**src/rtl/ripple_alu_pkg.sv**
```systemverilog
package ripple_alu_pkg;

    // function select inside every slice
    typedef enum logic [1:0] {
        FN_AND  = 2'b00,
        FN_OR   = 2'b01,
        FN_SUM  = 2'b10,
        FN_LESS = 2'b11
    } fn_sel_e;

    // full control words {inv_a, inv_b, fn_sel}
    localparam logic [3:0] CTRL_AND = 4'b0000;
    localparam logic [3:0] CTRL_OR  = 4'b0001;
    localparam logic [3:0] CTRL_ADD = 4'b0010;
    localparam logic [3:0] CTRL_SUB = 4'b0110;
    localparam logic [3:0] CTRL_SLT = 4'b0111;
    localparam logic [3:0] CTRL_NOR = 4'b1100;

    typedef struct packed {
        logic res;   // selected output bit
        logic cout;  // carry to next slice
        logic set;   // raw adder sum, used only from the top slice
        logic ovf;   // overflow, only meaningful in the top slice
    } slice_out_t;

endpackage

```
**src/rtl/ripple_alu_slice.sv**
```systemverilog
module ripple_alu_slice
    import ripple_alu_pkg::*;
#(
    parameter bit IS_MSB = 1'b0
) (
    input  logic       a_i,
    input  logic       b_i,
    input  logic       inv_a_i,
    input  logic       inv_b_i,
    input  fn_sel_e    fn_i,
    input  logic       cin_i,
    input  logic       less_i,
    output slice_out_t out_o
);

    slice_out_t out_d;
    logic       a_eff;
    logic       b_eff;
    logic       sum;

    always_comb begin
        a_eff      = a_i ^ inv_a_i;
        b_eff      = b_i ^ inv_b_i;
        sum        = a_eff ^ b_eff ^ cin_i;
        out_d      = '0;
        out_d.cout = (a_eff & b_eff) | (a_eff & cin_i) | (b_eff & cin_i);
        unique case (fn_i)
            FN_AND:  out_d.res = a_eff & b_eff;
            FN_OR:   out_d.res = a_eff | b_eff;
            FN_SUM:  out_d.res = sum;
            FN_LESS: out_d.res = less_i;
            default: out_d.res = 1'b0;
        endcase
        if (IS_MSB) begin
            out_d.set = sum;
            out_d.ovf = cin_i ^ out_d.cout;
        end
    end

    assign out_o = out_d;

endmodule

```
**src/rtl/ripple_alu_zero.sv**
```systemverilog
module ripple_alu_zero #(
    parameter int W = 32
) (
    input  logic [W-1:0] res_i,
    output logic         zero_o
);

    logic zero_d;

    always_comb begin
        zero_d = 1'b1;
        for (int k = 0; k < W; k++) begin
            zero_d = zero_d & ~res_i[k];
        end
    end

    assign zero_o = zero_d;

endmodule

```
**src/rtl/ripple_alu.sv**
```systemverilog
module ripple_alu
    import ripple_alu_pkg::*;
#(
    parameter int W = 32
) (
    input  logic [W-1:0] a_i,
    input  logic [W-1:0] b_i,
    input  logic [3:0]   ctrl_i,
    output logic [W-1:0] result_o,
    output logic         zero_o,
    output logic         carry_o,
    output logic         ovf_o
);

    localparam int MSB = W - 1;

    logic    inv_a;
    logic    inv_b;
    fn_sel_e fn_sel;
    logic    set_fb;   // sign of the top slice's sum, fed to slice 0

    always_comb begin
        inv_a  = ctrl_i[3];
        inv_b  = ctrl_i[2];
        fn_sel = fn_sel_e'(ctrl_i[1:0]);
    end

    for (genvar i = 0; i < W; i++) begin : g_bit
        logic       cin;
        logic       less;
        slice_out_t so;

        if (i == 0) begin : g_lsb
            assign cin  = inv_b;    // +1 for two's-complement subtract
            assign less = set_fb;
        end else begin : g_mid
            assign cin  = g_bit[i-1].so.cout;
            assign less = 1'b0;
        end

        ripple_alu_slice #(
            .IS_MSB (i == MSB)
        ) slice_i (
            .a_i     (a_i[i]),
            .b_i     (b_i[i]),
            .inv_a_i (inv_a),
            .inv_b_i (inv_b),
            .fn_i    (fn_sel),
            .cin_i   (cin),
            .less_i  (less),
            .out_o   (so)
        );

        assign result_o[i] = so.res;

        if (i == MSB) begin : g_top
            assign set_fb  = so.set;
            assign carry_o = so.cout;
            assign ovf_o   = so.ovf;
        end
    end

    ripple_alu_zero #(
        .W (W)
    ) zero_i (
        .res_i  (result_o),
        .zero_o (zero_o)
    );

endmodule

```
**config.mk**
```make
export PLATFORM = sky130hd
export DESIGN_NAME = ripple_alu
export DESIGN_NICKNAME = d
export VERILOG_FILES = /design/src/rtl/ripple_alu_pkg.sv /design/src/rtl/ripple_alu_slice.sv /design/src/rtl/ripple_alu_zero.sv /design/src/rtl/ripple_alu.sv
export SDC_FILE = /design/constraint.sdc
export NUM_CORES = 1
export LEC_CHECK = 0
export BUFFER_PORTS_ARGS = -buffer_cell sky130_fd_sc_hd__buf_2
export CORE_MARGIN = 2
export CORE_UTILIZATION = 30
export DETAILED_ROUTE_END_ITERATION = 12
export PLACE_DENSITY = 0.6
export SETUP_SLACK_MARGIN = 0.4
export SLEW_MARGIN = 20
export SYNTH_ARGS = -nofsm -noshare
export SYNTH_HDL_FRONTEND = slang
export SYNTH_SLANG_ARGS = --single-unit
```
**constraint.sdc**
```tcl
create_clock -name vclk -period 60.7
set_clock_uncertainty 0.2 [all_clocks]
set_input_delay 12.14 -clock vclk [all_inputs]
set_output_delay 12.14 -clock vclk [all_outputs]
set_load 0.005 [all_outputs]
```
==> flow_summary.yaml, run 1 <==
finish:
  clkbuf_count: 0
  n_fill_cell: 1078
  antenna-diode-count: 0
  final_common_cell: "buf_2"
  final_nets: 626
  syn_to_final_growth_pct: 19.1
  final_cell_mix: "buf_2, inv_1, ha_1"
  area.sequential_um2: 0
  seq_cells: 0
  multi_input_area_um2: 2810
  drive_above_1_share: 0.232
global_route:
  grt_pass1_vias: 2701
  grt_pass1_wl_mm: 12.7
  grt.total_usage: 0.135
  grt_max_degree: 72
  grt_antenna_before_repair: 0
  overflow: 0
power_and_ir_drop:
  power_mw: 0.0413
  power_frac_comb: 1.000
  vdd_drop_max_mv: 0.00490
  pwr-share-seq: 0
  leakagePower_nw: 2.11
  power_density_nw_per_um2: 10.9
  clkPwrFrac: 0
  intPower_mw: 0.0183
  swShare: 0.558
  p_switching_mw: 0.0231
logic_synthesis:
  yosysTopAreaCell: "ha_1"
  synth_area_leaders: "ha_1, fa_1, xor2_1"
  yosysWarnings: 0
  synth_top_area_share: 0.250
  yosys.cell_types.count: 26
  synth-seq-area-share: 0
  avgSynthCellArea_um2: 8.48
  synth_cells: 377
  syn_area_um2: 3200
  synth_nets: 540
timing:
  setup_viol: 0
  slew_violations: 0
  max_slew_margin: 0.399
  hold_viol: 0
  min_period_ns: 39.07
  worst_pin_slew_ns: 0.901
  finalSetupTns_ns: 0
  min_period_over_period: 0.644
  rsz0062_at_grt: "false"
  fmaxAchievable_mhz: 25.6
  worst_slack_ns: 21.63
critical_path:
  crit_start: "ctrl_i[3]"
  worst_setup_path_start_kind: "primary input"
  path_class: "in2out"
  critPathMaxStageDelay_ns: 0.53
  slowest_stage: "or4_1"
  endpoint_kind: "output port"
  crit_required_ns: 48.36
  cp_common_cell: "fa_1"
  path_max_fanout: 32
  crit_end: "zero_o"
  cp.arrival_ns: 26.73
die:
  start_util: 0.310
  die_w_um: 107
  ios: 103
  dieHeight_um: 107
  coreArea_um2: 10300
  placementRows: 37
  die_area_um2: 11500
place:
  dp_slack_ns: 21.51
  port_buffers: 103
  hpwl_mm: 6.41
  finalWeightedCongestion: 0.799
cts:
  post-cts-setup-buffers: 0
  ctsHoldBuffers: 0
  post_cts_resized: 0
routing:
  vias: 2684
  vias_per_cell: 4.50
  drt-pass1-iter-count: 4
  drtIter0Drc: 59
  wl_mm: 7.97
  drc: 0
  detail_route.wl_per_cell_um: 13.4
  postRouteAntennaNets: 0
hold_path:
  hold_class: "in2out"
run:
  maxCapViolations: 0
run_status:
  status: "complete, no violations"
## Yosys cell counts
cell / n
and2_1: 1
mux2i_1: 14
buf_1: 3
or4_1: 5
buf_2: 5
o21ai_1: 1
nor2_1: 2
o21ai_0: 18
o221ai_1: 1
nand2_1: 1
o31a_1: 17
clkbuf_1: 12
xnor2_1: 3
ha_1: 64
fa_1: 31
xor2_1: 63
o32ai_1: 1
and4_1: 1
buf_4: 2
a21oi_1: 1
or2b_2: 1
o22ai_1: 12
nor2b_1: 36
inv_1: 77
o31ai_1: 1
nor4_1: 4
## logic make-up after synthesis
logic type,share of synthesized area
buffers and inverters,0.121
adders and majority gates,0.445
xor gates and xnor gates,0.181
AOI/OAI and AO/OA,0.109
and+or+nand+nor,0.101
muxes,0.0438
## worst max-delay path, delay by kind of cell
kind            cells  cell delay (ns)
simple gates        4             1.28
xor+xnor            1             0.23
compound gates      2             0.32
buf+inv             4             0.71
fa+ha+maj          31            12.02
## power groups by stage
stage	clock network, mW	registers [mW]	logic [mW]
after global routing	0	0	0.0479
after detailed placement	0	0	0.0420
after CTS	0	0	0.0421
after floorplan	0	0	0.0282
final	0	0	0.0413
after global placement	0	0	0.0406
## metal layers
metal,track usage,vias up,routed length (µm)
met2,0.250,74,4000
li1,-,1331,-
met1,0.166,1268,3300
met4,0.0278,0,167
met5,0,-,0
met3,0.0188,11,505
## worst min-delay path by stage
stage,endpoint,startpoint,cells past startpoint,slack [ns]
finish,result_o[4],a_i[4],6,24.72
global route,result_o[31],b_i[31],6,24.77
CTS,result_o[4],a_i[4],6,24.72
detailed placement,result_o[4],a_i[4],6,24.71
global placement,result_o[31],b_i[31],6,24.71
floorplan,result_o[15],ctrl_i[1],2,24.31
## area by class of cell
class / count / share of cell area
inverter: 77 / 0.0759
multi-input combinational: 278 / 0.738
timing repair buffer: 106 / 0.141
tap: 136 / 0.0447
## stage by stage
step | cell area, µm² | util | hold slack, ns | std cells
6_report | 3810 | 0.369 | 24.72 | 597
5_1_grt | 3810 | 0.369 | 24.77 | 597
4_1_cts | 3810 | 0.369 | 24.72 | 597
3_5_place_dp | 3810 | 0.369 | 24.71 | 597
3_3_place_gp | 3810 | 0.369 | 24.71 | 597
2_1_floorplan | 3200 | - | 24.31 | 377
Power figures use the tool's default switching activity.
==> run 2: changes to the inputs <==
Settings changed: PLACE_DENSITY 0.6 to 0.62.
Clock period 60.7 ns to 32 ns, I/O delays scaled along.
==> run 2 against run 1 <==
Combinational power rose by 90%. Clock-buffer cell count is the same. Setup slack got worse by 17 ns. Utilization unchanged. First-iteration DRC count grew 1.7%. Sequential share of layout area unchanged. Non-clock buffer count unchanged. Cell count is the same. Largest power group unchanged. Highest routed layer unchanged.
==> flow_summary.yaml, run 2 (synthesis gave the netlist of run 1 again) <==
run_status:
  status: "complete, no violations"
die:
  die_w_um: 107
  ios: 103
  die_area_um2: 11500
  dieHeight_um: 107
  start_util: 0.310
  placementRows: 37
  coreArea_um2: 10300
timing:
  setup_viol: 0
  rsz0062_at_grt: "false"
  max_slew_margin: 0.400
  min_period_ns: 27.59
  worst_pin_slew_ns: 0.900
  fmaxAchievable_mhz: 36.2
  finalSetupTns_ns: 0
  min_period_over_period: 0.862
  hold_viol: 0
  slew_violations: 0
finish:
  area.sequential_um2: 0
  final_cell_area_um2: 3810
  final_nets: 626
  n_fill_cell: 1108
  drive_above_1_share: 0.232
  syn_to_final_growth_pct: 19.1
  antenna-diode-count: 0
  seq_cells: 0
  final_cell_mix: "buf_2, inv_1, ha_1"
  multi_input_area_um2: 2810
  final_common_cell: "buf_2"
  clkbuf_count: 0
power_and_ir_drop:
  power_density_nw_per_um2: 20.6
  vdd_drop_max_mv: 0.00846
  leakagePower_nw: 2.11
cts:
  post_cts_resized: 0
  post-cts-setup-buffers: 0
  ctsHoldBuffers: 0
critical_path:
  path_max_fanout: 32
  endpoint_kind: "output port"
  path_class: "in2out"
  slowest_stage: "or4_1"
  cp_common_cell: "fa_1"
  cp.arrival_ns: 20.99
  critPathMaxStageDelay_ns: 0.53
  crit_required_ns: 25.40
  worst_setup_path_start_kind: "primary input"
global_route:
  grt_antenna_before_repair: 0
  grt_pass1_wl_mm: 13.0
  overflow: 0
  grt_max_degree: 72
  grt.total_usage: 0.137
  grt_pass1_vias: 2892
routing:
  postRouteAntennaNets: 0
  vias_per_cell: 4.47
  vias: 2669
  detail_route.wl_per_cell_um: 13.2
  drc: 0
  drt-pass1-iter-count: 4
  drtIter0Drc: 60
  wl_mm: 7.87
place:
  port_buffers: 103
  hpwl_mm: 6.47
  finalWeightedCongestion: 0.832
  place_area_um2: 3810
run:
  maxCapViolations: 0
hold_path:
  hold-path-cell-count: 6
  hold_class: "in2out"
  min_to: "result_o[5]"
  min_from: "b_i[5]"
run 2: cell counts in the layout (fill, tap and decap cells not counted):
No cell type changed its count.
run 2: worst max-delay path by stage:
stage | startpoint | end
after floorplan | ctrl_i[2] | zero_o
after global routing | ctrl_i[3] | zero_o
after CTS | ctrl_i[3] | zero_o
after detailed placement | ctrl_i[3] | zero_o
final | ctrl_i[3] | zero_o
after global placement | ctrl_i[3] | zero_o
run 2: layout make-up:
class	instances	share of cell area
Multi-Input combinational cell	278	0.738
Timing Repair Buffer	106	0.141
Inverter	77	0.0759
Tap cell	136	0.0447
run 2: per-layer routing:
metal	global-route usage	share of wire
met5	0	0
met2	0.254	0.49
met1	0.165	0.43
met3	0.0170	0.052
met4	0.0371	0.027
run 2: power by group:
group,internal [mW],switching (mW)
registers,0,0
logic,0.0345,0.0439
clock network,0,0
total,0.0345,0.0439
run 2: critical path, delay by kind of cell:
kind	cells	cell delay (ns)
fa+ha+maj	31	12.12
simple gates	4	1.26
buf+inv	4	0.70
compound gates	2	0.30
xor+xnor	1	0.20
run 2: through the flow:
step / worst slack, ns / util / hold slack [ns] / power [mW] / cells
after CTS: 4.29 / 0.369 / 13.24 / 0.0800 / 597
after global routing: 3.80 / 0.369 / 13.29 / 0.0913 / 597
final: 4.41 / 0.369 / 13.24 / 0.0784 / 597
after floorplan: 5.45 / - / 12.83 / 0.0534 / 377
after detailed placement: 4.33 / 0.369 / 13.24 / 0.0797 / 597
after global placement: 4.68 / 0.369 / 13.23 / 0.0768 / 597
